===== src/rtl/rtc_cal_pkg.sv =====
package rtc_cal_pkg;
  localparam int WORD_W = 32;

  localparam logic [2:0] IDX_TIME = 3'd0;
  localparam logic [2:0] IDX_DATE = 3'd1;
  localparam logic [2:0] IDX_CTRL = 3'd4;

  localparam int SEC_W = 6;
  localparam int MIN_W = 6;
  localparam int HR_W  = 5;
  localparam int DAY_W = 5;
  localparam int MON_W = 4;
  localparam int YR_W  = 7;
  localparam int CEN_W = 5;

  typedef struct packed {
    logic [CEN_W-1:0] cen;
    logic [YR_W-1:0]  yr;
    logic [MON_W-1:0] mon;
    logic [DAY_W-1:0] day;
    logic [HR_W-1:0]  hr;
    logic [MIN_W-1:0] mn;
    logic [SEC_W-1:0] sec;
  } cal_t;

  function automatic logic leap_year(input logic [CEN_W-1:0] c, input logic [YR_W-1:0] y);
    logic [11:0] full;
    full = 12'(c) * 12'd100 + 12'(y);
    return ((full[1:0] == 2'b00) && ((full % 12'd100) != 12'd0)) ||
           ((full % 12'd400) == 12'd0);
  endfunction

  function automatic logic [DAY_W-1:0] month_len(input logic [MON_W-1:0] m, input logic leap);
    case (m)
      4'd2:                      return leap ? 5'd29 : 5'd28;
      4'd4, 4'd6, 4'd9, 4'd11:   return 5'd30;
      default:                   return 5'd31;
    endcase
  endfunction
endpackage


===== src/rtl/rtc_cal_wrap.sv =====
module rtc_cal_wrap #(
  parameter int W   = 6,
  parameter int LOW = 0
) (
  input  logic         clk,
  input  logic         rst_n,
  input  logic         ld,
  input  logic [W-1:0] ld_val,
  input  logic         inc,
  input  logic [W-1:0] top,
  output logic [W-1:0] q,
  output logic         carry
);
  localparam logic [W-1:0] LOW_V = W'(LOW);

  logic at_top;
  assign at_top = (q >= top);
  assign carry  = inc && at_top;

  always_ff @(posedge clk) begin
    if (!rst_n)   q <= '0;
    else if (ld)  q <= ld_val;
    else if (inc) q <= at_top ? LOW_V : q + W'(1);
  end

  AST_WRAP_STEP: assert property (@(posedge clk) disable iff (!rst_n)
    (!ld && inc && q < top) |=> q == $past(q) + W'(1));
  AST_WRAP_ROLL: assert property (@(posedge clk) disable iff (!rst_n)
    (!ld && inc && q >= top) |=> q == LOW_V);
  AST_WRAP_HOLD: assert property (@(posedge clk) disable iff (!rst_n)
    (!ld && !inc) |=> $stable(q));
  AST_WRAP_LOAD: assert property (@(posedge clk) disable iff (!rst_n)
    ld |=> q == $past(ld_val));
endmodule


===== src/rtl/rtc_cal_chain.sv =====
module rtc_cal_chain
  import rtc_cal_pkg::*;
(
  input  logic              clk,
  input  logic              rst_n,
  input  logic              adv,
  input  logic              ld_time,
  input  logic              ld_date,
  input  logic [WORD_W-1:0] wdata,
  output logic [WORD_W-1:0] time_word,
  output logic [WORD_W-1:0] date_word
);
  cal_t now, nxt;
  logic c_sec, c_min, c_hr, c_day, c_mon, c_yr, c_cen;
  logic [DAY_W-1:0] day_top;

  // field extraction of a write (positions are the register layout)
  assign nxt.sec = wdata[5:0];
  assign nxt.mn  = wdata[13:8];
  assign nxt.hr  = wdata[20:16];
  assign nxt.day = wdata[28:24];
  assign nxt.mon = wdata[3:0];
  assign nxt.yr  = wdata[14:8];
  assign nxt.cen = wdata[20:16];

  logic unused_bits;
  assign unused_bits = ^{wdata[31:29], wdata[23:21], wdata[15], wdata[7:6], c_cen};

  assign day_top = month_len(now.mon, leap_year(now.cen, now.yr));

  rtc_cal_wrap #(.W(SEC_W), .LOW(0)) u_sec (
    .clk(clk), .rst_n(rst_n), .ld(ld_time), .ld_val(nxt.sec), .inc(adv),
    .top(6'd59), .q(now.sec), .carry(c_sec));
  rtc_cal_wrap #(.W(MIN_W), .LOW(0)) u_min (
    .clk(clk), .rst_n(rst_n), .ld(ld_time), .ld_val(nxt.mn), .inc(c_sec),
    .top(6'd59), .q(now.mn), .carry(c_min));
  rtc_cal_wrap #(.W(HR_W), .LOW(0)) u_hr (
    .clk(clk), .rst_n(rst_n), .ld(ld_time), .ld_val(nxt.hr), .inc(c_min),
    .top(5'd23), .q(now.hr), .carry(c_hr));
  rtc_cal_wrap #(.W(DAY_W), .LOW(1)) u_day (
    .clk(clk), .rst_n(rst_n), .ld(ld_time), .ld_val(nxt.day), .inc(c_hr),
    .top(day_top), .q(now.day), .carry(c_day));
  rtc_cal_wrap #(.W(MON_W), .LOW(1)) u_mon (
    .clk(clk), .rst_n(rst_n), .ld(ld_date), .ld_val(nxt.mon), .inc(c_day),
    .top(4'd12), .q(now.mon), .carry(c_mon));
  rtc_cal_wrap #(.W(YR_W), .LOW(0)) u_yr (
    .clk(clk), .rst_n(rst_n), .ld(ld_date), .ld_val(nxt.yr), .inc(c_mon),
    .top(7'd99), .q(now.yr), .carry(c_yr));
  rtc_cal_wrap #(.W(CEN_W), .LOW(0)) u_cen (
    .clk(clk), .rst_n(rst_n), .ld(ld_date), .ld_val(nxt.cen), .inc(c_yr),
    .top(5'd31), .q(now.cen), .carry(c_cen));

  assign time_word = {3'b0, now.day, 3'b0, now.hr, 2'b0, now.mn, 2'b0, now.sec};
  assign date_word = {11'b0, now.cen, 1'b0, now.yr, 4'b0, now.mon};

  AST_CHAIN_IDLE: assert property (@(posedge clk) disable iff (!rst_n)
    (!adv && !ld_time && !ld_date) |=> ($stable(time_word) && $stable(date_word)));
endmodule


===== src/rtl/rtc_cal_regs.sv =====
module rtc_cal_regs
  import rtc_cal_pkg::*;
#(
  parameter int ADDR_W = 5
) (
  input  logic              clk,
  input  logic              rst_n,
  input  logic              bus_wr_en,
  input  logic [ADDR_W-1:0] bus_addr,
  input  logic [1:0]        ctrl_wdata,
  input  logic [WORD_W-1:0] time_word,
  input  logic [WORD_W-1:0] date_word,
  output logic              run_en,
  output logic              ld_time,
  output logic              ld_date,
  output logic [WORD_W-1:0] bus_rdata
);
  localparam int IDX_W = ADDR_W - 2;

  logic [IDX_W-1:0] idx;
  logic [1:0]       ctrl_q;
  logic             hit_time, hit_date, hit_ctrl;

  assign idx      = bus_addr[ADDR_W-1:2];
  assign hit_time = (idx == IDX_W'(IDX_TIME));
  assign hit_date = (idx == IDX_W'(IDX_DATE));
  assign hit_ctrl = (idx == IDX_W'(IDX_CTRL));

  logic unused_low;
  assign unused_low = ^bus_addr[1:0];

  assign run_en  = ctrl_q[0];
  assign ld_time = bus_wr_en && hit_time && ctrl_q[1];
  assign ld_date = bus_wr_en && hit_date && ctrl_q[1];

  always_ff @(posedge clk) begin
    if (!rst_n)                     ctrl_q <= '0;
    else if (bus_wr_en && hit_ctrl) ctrl_q <= ctrl_wdata;
  end

  always_comb begin
    bus_rdata = '0;
    if (hit_time)      bus_rdata = time_word;
    else if (hit_date) bus_rdata = date_word;
    else if (hit_ctrl) bus_rdata = {{(WORD_W-2){1'b0}}, ctrl_q};
  end

  AST_LOCKED_DROP: assert property (@(posedge clk) disable iff (!rst_n)
    (bus_wr_en && (hit_time || hit_date) && !ctrl_q[1]) |-> !(ld_time || ld_date));
  AST_CTRL_TAKE: assert property (@(posedge clk) disable iff (!rst_n)
    (bus_wr_en && hit_ctrl) |=> ctrl_q == $past(ctrl_wdata));
endmodule


===== src/rtl/rtc_cal_top.sv =====
module rtc_cal_top
  import rtc_cal_pkg::*;
#(
  parameter int ADDR_W = 5
) (
  input  logic              clk,
  input  logic              rst_n,
  input  logic              tick_1s,
  input  logic              bus_wr_en,
  input  logic [ADDR_W-1:0] bus_addr,
  input  logic [WORD_W-1:0] bus_wdata,
  output logic [WORD_W-1:0] bus_rdata
);
  logic run_en, ld_time, ld_date, adv;
  logic [WORD_W-1:0] time_word, date_word;

  // a loaded word wins over a same-cycle tick
  assign adv = run_en && tick_1s && !(ld_time || ld_date);

  rtc_cal_regs #(.ADDR_W(ADDR_W)) u_regs (
    .clk(clk), .rst_n(rst_n), .bus_wr_en(bus_wr_en), .bus_addr(bus_addr),
    .ctrl_wdata(bus_wdata[1:0]), .time_word(time_word), .date_word(date_word),
    .run_en(run_en), .ld_time(ld_time), .ld_date(ld_date), .bus_rdata(bus_rdata));

  rtc_cal_chain u_chain (
    .clk(clk), .rst_n(rst_n), .adv(adv), .ld_time(ld_time), .ld_date(ld_date),
    .wdata(bus_wdata), .time_word(time_word), .date_word(date_word));

  AST_NO_RUN_WHEN_OFF: assert property (@(posedge clk) disable iff (!rst_n)
    (!run_en && !ld_time && !ld_date) |=> $stable(time_word));
endmodule


===== config.mk =====
export PLATFORM = sky130hd
export DESIGN_NAME = rtc_cal_top
export DESIGN_NICKNAME = d
export VERILOG_FILES = /design/src/rtl/rtc_cal_pkg.sv /design/src/rtl/rtc_cal_wrap.sv /design/src/rtl/rtc_cal_chain.sv /design/src/rtl/rtc_cal_regs.sv /design/src/rtl/rtc_cal_top.sv
export SDC_FILE = /design/constraint.sdc
export NUM_CORES = 1
export LEC_CHECK = 0
export ABC_AREA = 1
export BUFFER_PORTS_ARGS = -buffer_cell sky130_fd_sc_hd__buf_2
export CORE_MARGIN = 2
export CORE_UTILIZATION = 60
export DETAILED_ROUTE_END_ITERATION = 10
export PLACE_DENSITY_LB_ADDON = 0.05
export SETUP_SLACK_MARGIN = 0.15
export SLEW_MARGIN = 20
export SYNTH_ARGS = -nofsm -noshare
export SYNTH_HDL_FRONTEND = slang
export SYNTH_SLANG_ARGS = --single-unit

===== constraint.sdc =====
create_clock -name clk -period 19.9 [get_ports clk]
set_input_delay 0 -clock clk [delete_from_list [all_inputs] [get_ports clk]]
set_output_delay 0 -clock clk [all_outputs]
set_load 0.01 [all_outputs]

==> Yosys cells after proc, flatten, opt, wreduce, memory -nomap -nowiden <==
Index checks and enable logic that the tools add are counted.
{ "classes": {"add_sub_neg": 8, "reduce_logical": 29, "n_div": 2, "mul": 1, "n_eq_ne": 7, "mux": 26, "n_lt_le_gt_ge": 7} }
{ "ops": {"columns": ["operator", "n"], "rows": [
  ["$mux 32", 2],
  ["$mux 5", 9],
  ["$mux 6", 6],
  ["$mux 7", 3],
  ["$add 5x1->5 const B", 3],
  ["$logic_and 1x1->1", 14],
  ["$reduce_bool 2->1", 7],
  ["$add 12x7->12", 1],
  ["$add 6x1->6 const B", 2],
  ["$ge 6x6->1 const B", 2],
  ["$logic_not 12->1", 1],
  ["$mod 12x7->12 const B", 1],
  ["$mod 12x9->12 const B", 1],
  ["$mux 4", 3],
  ["$reduce_bool 12->1", 1],
  ["$ge 5x5->1 const B", 2],
  ["$mul 5x5->10 const B", 1],
  ["$pmux 5 s2", 1],
  ["$eq 4x3->1 const B", 2],
  ["$eq 4x4->1 const B", 2],
  ["$add 7x1->7 const B", 1],
  ["$ge 7x7->1 const B", 1],
  ["$ge 5x5->1", 1],
  ["$add 4x1->4 const B", 1],
  ["11 further kinds", 12]
]} }
{ "totals": {"elab_cells": 88, "register_bits": 40, "out_inout_bits": 32} }

==> Longest topological paths before layout <==
{ "logic_depth": {"ltp_word": 14, "depth_mapped": 60, "mapped_depth_nobuf": 59} }

==> By module <==
Synthesis repeated with hierarchy kept, for this count alone.
{ "unflattened": {"hier_cells": 1047, "hier_area_um2": 6244.7} }
{ "modules_own_cells": {"columns": ["mod", "seq_area_each_um2", "area_per_inst_um2", "n_inst", "cells_each"], "rows": [
  ["rtc_cal_chain", 0.0, 2074.5, 1, 358],
  ["rtc_cal_wrap at u_chain.u_min ...", 120.1, 574.3, 2, 93],
  ["rtc_cal_wrap at u_chain.u_cen ...", 100.1, 434.2, 2, 68],
  ["rtc_cal_wrap at u_chain.u_yr", 140.1, 658.1, 1, 102],
  ["rtc_cal_regs", 40.0, 640.6, 1, 130],
  ["rtc_cal_wrap at u_chain.u_day", 100.1, 462.9, 1, 73],
  ["rtc_cal_wrap at u_chain.u_mon", 80.1, 370.4, 1, 57],
  ["rtc_cal_top", 0.0, 21.3, 1, 5]
]} }

==> Worst setup path after synthesis <==
Ideal clock, no wire load.
{ "synth_timing": {"path_type": "reg2reg", "from": "register u_chain.u_cen.q[1]", "to": "register u_chain.u_yr.q[1]", "arrival_ns": 6.133, "path_slack_ns": 13.632, "path_stages_with_launch": 53, "period_less_slack_ns": 6.268, "cell_sequence": "dfxtp_1 -> ha_1 -> ha_1 -> ha_1 -> fa_1 -> nand2_1 -> inv_2 -> nand3_1 -> nand3_1 -> nand2_1 -> nand2_2 -> nor2_2 -> nand2_2 -> nand4_2 -> nand3_4 -> nand2_4 -> nand3_2 -> nand2_4 -> [... 17 more ...] -> nand2_1 -> nand2_1 -> nand2_1 -> a21oi_1 -> ha_1 -> inv_1 -> nand2_1 -> a21oi_1 -> nor3_1 -> nand3_1 -> nand3b_1 -> nand2_1 -> inv_1 -> nor2_1 -> inv_1 -> clkbuf_1 -> a221oi_1 -> a211oi_1"} }
{ "synth_via": {"elab_chain_cells": 12, "elab_cells_between_ends": 14, "cone_classes": "1 x add/sub; 1 x mul; 2 x div; 1 x order compare; 2 x mux; 7 x reduce/logical"} }
{ "synth_rtl": {"columns": ["item", "line_no", "text"], "rows": [
  ["start: declaration", "rtc_cal_wrap.sv:11", "output logic [W-1:0] q,"],
  ["start signal: assignment", "rtc_cal_wrap.sv:22", "else if (ld) q <= ld_val;"],
  ["start signal: assignment", "rtc_cal_wrap.sv:23", "else if (inc) q <= at_top ? LOW_V : q + W'(1);"],
  ["$mul 5x5->10 (*)", "rtc_cal_pkg.sv:28", "full = 12'(c) * 12'd100 + 12'(y);"],
  ["$add 12x7->12 (*)", "rtc_cal_pkg.sv:28", null],
  ["$mod 12x7->12", "rtc_cal_pkg.sv:29", "return ((full[1:0] == 2'b00) && ((full % 12'd100) != 12'd0)) ||"],
  ["$reduce_bool 12->1", "rtc_cal_pkg.sv:29", null],
  ["$logic_and 1x1->1", "rtc_cal_pkg.sv:29", null],
  ["$logic_or 1x1->1 (*)", "rtc_cal_pkg.sv:29", null],
  ["$mux 1 (*)", "rtc_cal_pkg.sv:35", "4'd2: return leap ? 5'd29 : 5'd28;"],
  ["$pmux 5 s2 (*)", "rtc_cal_pkg.sv:34", "case (m)"],
  ["$ge 5x5->1 (*)", "rtc_cal_wrap.sv:17", "assign at_top = (q >= top);"],
  ["$logic_and 1x1->1 (*) (2 in a row)", "rtc_cal_wrap.sv:18", "assign carry = inc && at_top;"],
  ["$reduce_bool 2->1 (no line) (*)", null, null],
  ["end signal: assignment", "rtc_cal_wrap.sv:22", null],
  ["end signal: assignment", "rtc_cal_wrap.sv:23", null],
  ["end: declaration", "rtc_cal_wrap.sv:11", null]
]} }
Every way passes the cells marked *; elsewhere a longest branch is shown, timed or not.
A chain may end at the register's enable or synchronous reset.

==> Worst setup path after layout <==
{ "layout_timing": {"from": "register u_chain.u_cen.q[1]", "to": "register u_chain.u_cen.q[0]"} }
{ "layout_via": {"elab_chain_cells": 13, "elab_cells_between_ends": 19, "cone_classes": "1 x add/sub; 1 x mul; 2 x div; 2 x order compare; 5 x mux; 8 x reduce/logical"} }
{ "layout_rtl": {"columns": ["item", "line_no"], "rows": [
  ["$mul 5x5->10", "rtc_cal_pkg.sv:28"],
  ["$add 12x7->12", "rtc_cal_pkg.sv:28"],
  ["$mod 12x7->12", "rtc_cal_pkg.sv:29"],
  ["$reduce_bool 12->1", "rtc_cal_pkg.sv:29"],
  ["$logic_and 1x1->1", "rtc_cal_pkg.sv:29"],
  ["$logic_or 1x1->1", "rtc_cal_pkg.sv:29"],
  ["$mux 1", "rtc_cal_pkg.sv:35"],
  ["$pmux 5 s2", "rtc_cal_pkg.sv:34"],
  ["$ge 5x5->1", "rtc_cal_wrap.sv:17"],
  ["$logic_and 1x1->1 (3 in a row)", "rtc_cal_wrap.sv:18"],
  ["$reduce_bool 2->1 (no line)", null]
]} }
Several ways; a longest one is shown, not always the timed one. The select of a mux whose other input is x is not followed.

==> results.toml <==
[outcome]
status = "completed"

[layout]
final_layout_size_suffix_gt1_share_pct = 17.6
nNetsFinal = 812
instances_no_fill = 831
post-route-util_pct = 67.7
final-seq-area_sq_um = 801
area.growth.synth_to_final_pct = 10.2
n_antenna_cell = 0
final_common_cell = "nand2_1"
multi_input_area_sq_um = 3120
layout_common_cells = "nand2_1 (145), inv_1 (100), buf_2 (52), nand3_1 (51), nor2_1 (49)"
nFillCells = 709

[timing]
final.setup.tns_ps = 0
fin_crit_ps = 7390
drv_slew = 0
timing.fmax_mhz = 135
tightest_slew_ps = 861
finalSetupViolations = 0
grt_setup_unrepaired = "no"
finalCritPeriodShare_pct = 37.1
fin_skew_ps = 5.45
slew_headroom_pct = 42.5
hold_viol_final = 0
layout_setup_ws_ps = 12510

[job]
cap_viol_max_count = 0

[setup_path]
cp_max_fo = 11
cp_slowest_cell = "fa_1"
crit_path_end_kind = "flop"
timing.rr.start = "u_chain.u_cen.q[1]"
crit_arrival_ps = 7530
crit_required_ps = 20040
cp-start-kind = "flop"
rrSetupSlack_ps = 12510
r2r-end = "u_chain.u_cen.q[0]"
ff2ff_path_depth = 49
slowest_delay_ps = 530
cpMostUsedCell = "nand2_1"
crit_type = "reg2reg"

[grt]
grt_pass1_wl_um = 18800
grt_pass1_vias = 4306
grt_usage_pct = 27.1
antenna_found_initial = 0
grt_max_degree = 24
grt-ovfl-total = 0

[logic_synthesis]
synth_seq_cells = 40
synth_flop_cell = "dfxtp_1"
syn-cell-area_sq_um = 4430
postSynthCellCount = 680
synthArstFlopShare_pct = 0
synth.distinct_cells = 49
yosysTopAreaCell = "dfxtp_1"
synth_top_area_share_pct = 18.1
seq_area_frac_synth_pct = 18.1
synth-edff-count = 0
synth.avg_cell_area_sq_um = 6.51
synth.area.top_cells = "dfxtp_1 (18%), nand2_1 (12%), ha_1 (10%)"
yosys_warnings = 0

[placement]
routabilityCongestion = 0.934
dp_slack_ps = 12590
hpwl_um = 8520
portBuffers = 52
dp.cells = 820

[route]
vias_per_cell = 5.51
wl_per_cell_um = 13.0
drt_iter0_markers = 193
firstDrtPassIters = 5
drt_wl_total_um = 10800
drc_errors = 0
ant_nets = 0
vias = 4577

[pwr]
power_density_nw_per_um2 = 30.8
ir_drop_mv = 0.0351
leakagePower_nw = 2.57

[clocking]
clock_latency_ps = 290
cts.sinks = 40
cts_tree = "yes"
cts_max_level = 2
numCtsBuffers = 5
clockRootBuffer = "clkbuf_8"
cts.clk_slew.worst_paths_ps = 80
cts_buffer_depth = 2

[worst_hold_path]
hold_start = "bus_wdata[11]"
hold_path.class = "in2reg"
hold_depth = 3
hold_end = "u_chain.u_min.q[3]"

[die]
io_pins = 73
dieArea_sq_um = 8090
core_sq_um = 7210
die_y_um = 89.9
start_util_pct = 61.4
die_w_um = 89.9
rows = 31
kinds of logic after synthesis:
group,share of synthesized area (%)
buffers and inverters,12.2
AOI/OAI and AO/OA,19.2
DFF,18.1
and+or+nand+nor,35.3
adders and majority gates,11.4
xor gates and xnor gates,3.76
other,0.0847
worst max-delay path: cells and delay by family (launching register included):
family / cells / cell delay [ps]
buffers and inverters: 4 / 230
AOI/OAI and AO/OA: 6 / 760
and+or+nand+nor: 34 / 4040
adders and majority gates: 5 / 1680
DFF: 1 / 520
report_power, final:
group          internal (mW)  switching, mW
logic                0.00349        0.00647
registers             0.0802       0.000219
clock network         0.0309         0.0288
total                  0.115         0.0355
cell type report:
| class | instances | share of cell area (%) |
|---|---|---|
| inverters | 114 | 8.76 |
| flip-flops and latches | 40 | 16.4 |
| well taps | 99 | 2.54 |
| repair buffers | 58 | 6.46 |
| multi-input cells | 513 | 63.9 |
| clock buffers | 7 | 1.97 |
layer usage:
metal  vias to the layer above  share of wire, %  routed length (um)  global-route usage (%)
met2                        81                50                5390                    50.0
li1                       2348                 -                   -                       -
met1                      2133                45                4880                    32.9
met3                        15               3.5                 378                    3.27
met4                         0               1.7                 183                    7.95
met5                         -                 0                   0                       0
worst max path at each step:
| stage | from | to | slack [ps] | cells past startpoint |
|---|---|---|---|---|
| floorplan | u_chain.u_cen.q[1] | u_chain.u_yr.q[1] | 13630 | 52 |
| global placement | u_chain.u_cen.q[1] | u_chain.u_cen.q[1] | 12770 | 50 |
| detailed placement | u_chain.u_cen.q[1] | u_chain.u_cen.q[1] | 12590 | 48 |
| CTS | u_chain.u_cen.q[1] | u_chain.u_cen.q[0] | 12560 | 50 |
| global route | u_chain.u_cen.q[1] | u_chain.u_cen.q[1] | 11580 | 50 |
| finish | u_chain.u_cen.q[1] | u_chain.u_cen.q[0] | 12510 | 49 |
sequential cells by signal (all words and copies together) (netlist names):
signal,flops
u_chain.u_cen.q,5
u_chain.u_day.q,5
u_chain.u_hr.q,5
u_chain.u_min.q,6
u_chain.u_mon.q,4
u_chain.u_sec.q,6
u_chain.u_yr.q,7
u_regs.ctrl_q,2
metrics by stage:
stage          hold WS, ps  power [mW]  cell area [sq um]
2_1_floorplan          138      0.0877               4460
3_3_place_gp           277      0.0913               4750
3_5_place_dp           279      0.0914               4750
4_1_cts              0.248       0.150               4880
5_1_grt               14.0       0.154               4880
6_report              9.40       0.150               4880
Yosys cell counts (3+ instances only):
| cell type | n |
|---|---|
| nand2_1 | 145 |
| inv_1 | 100 |
| nand3_1 | 51 |
| nor2_1 | 49 |
| dfxtp_1 | 40 |
| ha_1 | 37 |
| o21ai_0 | 31 |
| nand2_2 | 21 |
| a21oi_1 | 20 |
| a211oi_1 | 19 |
| xor2_1 | 16 |
| o22ai_1 | 15 |
| clkbuf_1 | 12 |
| a221oi_1 | 11 |
| inv_2 | 11 |
| nand2_4 | 10 |
| buf_4 | 9 |
| nand4_1 | 8 |
| a31oi_1 | 7 |
| nand3b_1 | 6 |
| nor2_2 | 5 |
| nor3_1 | 5 |
| nand3_2 | 4 |
| o21ai_1 | 4 |
| a21boi_0 | 3 |
| clkinv_1 | 3 |
| nor2_4 | 3 |
| o211ai_1 | 3 |
| xnor2_1 | 3 |
repair_timing:
| action | 4_1_cts | 5_1_grt |
|---|---|---|
| gates resized for setup | 0 | 0 |
| endpoints found under the hold margin | 5 | 0 |
| hold buffers | 4 | 0 |
| buffers inserted | 0 | 0 |
Note: power is estimated with default switching activity, not from simulation.
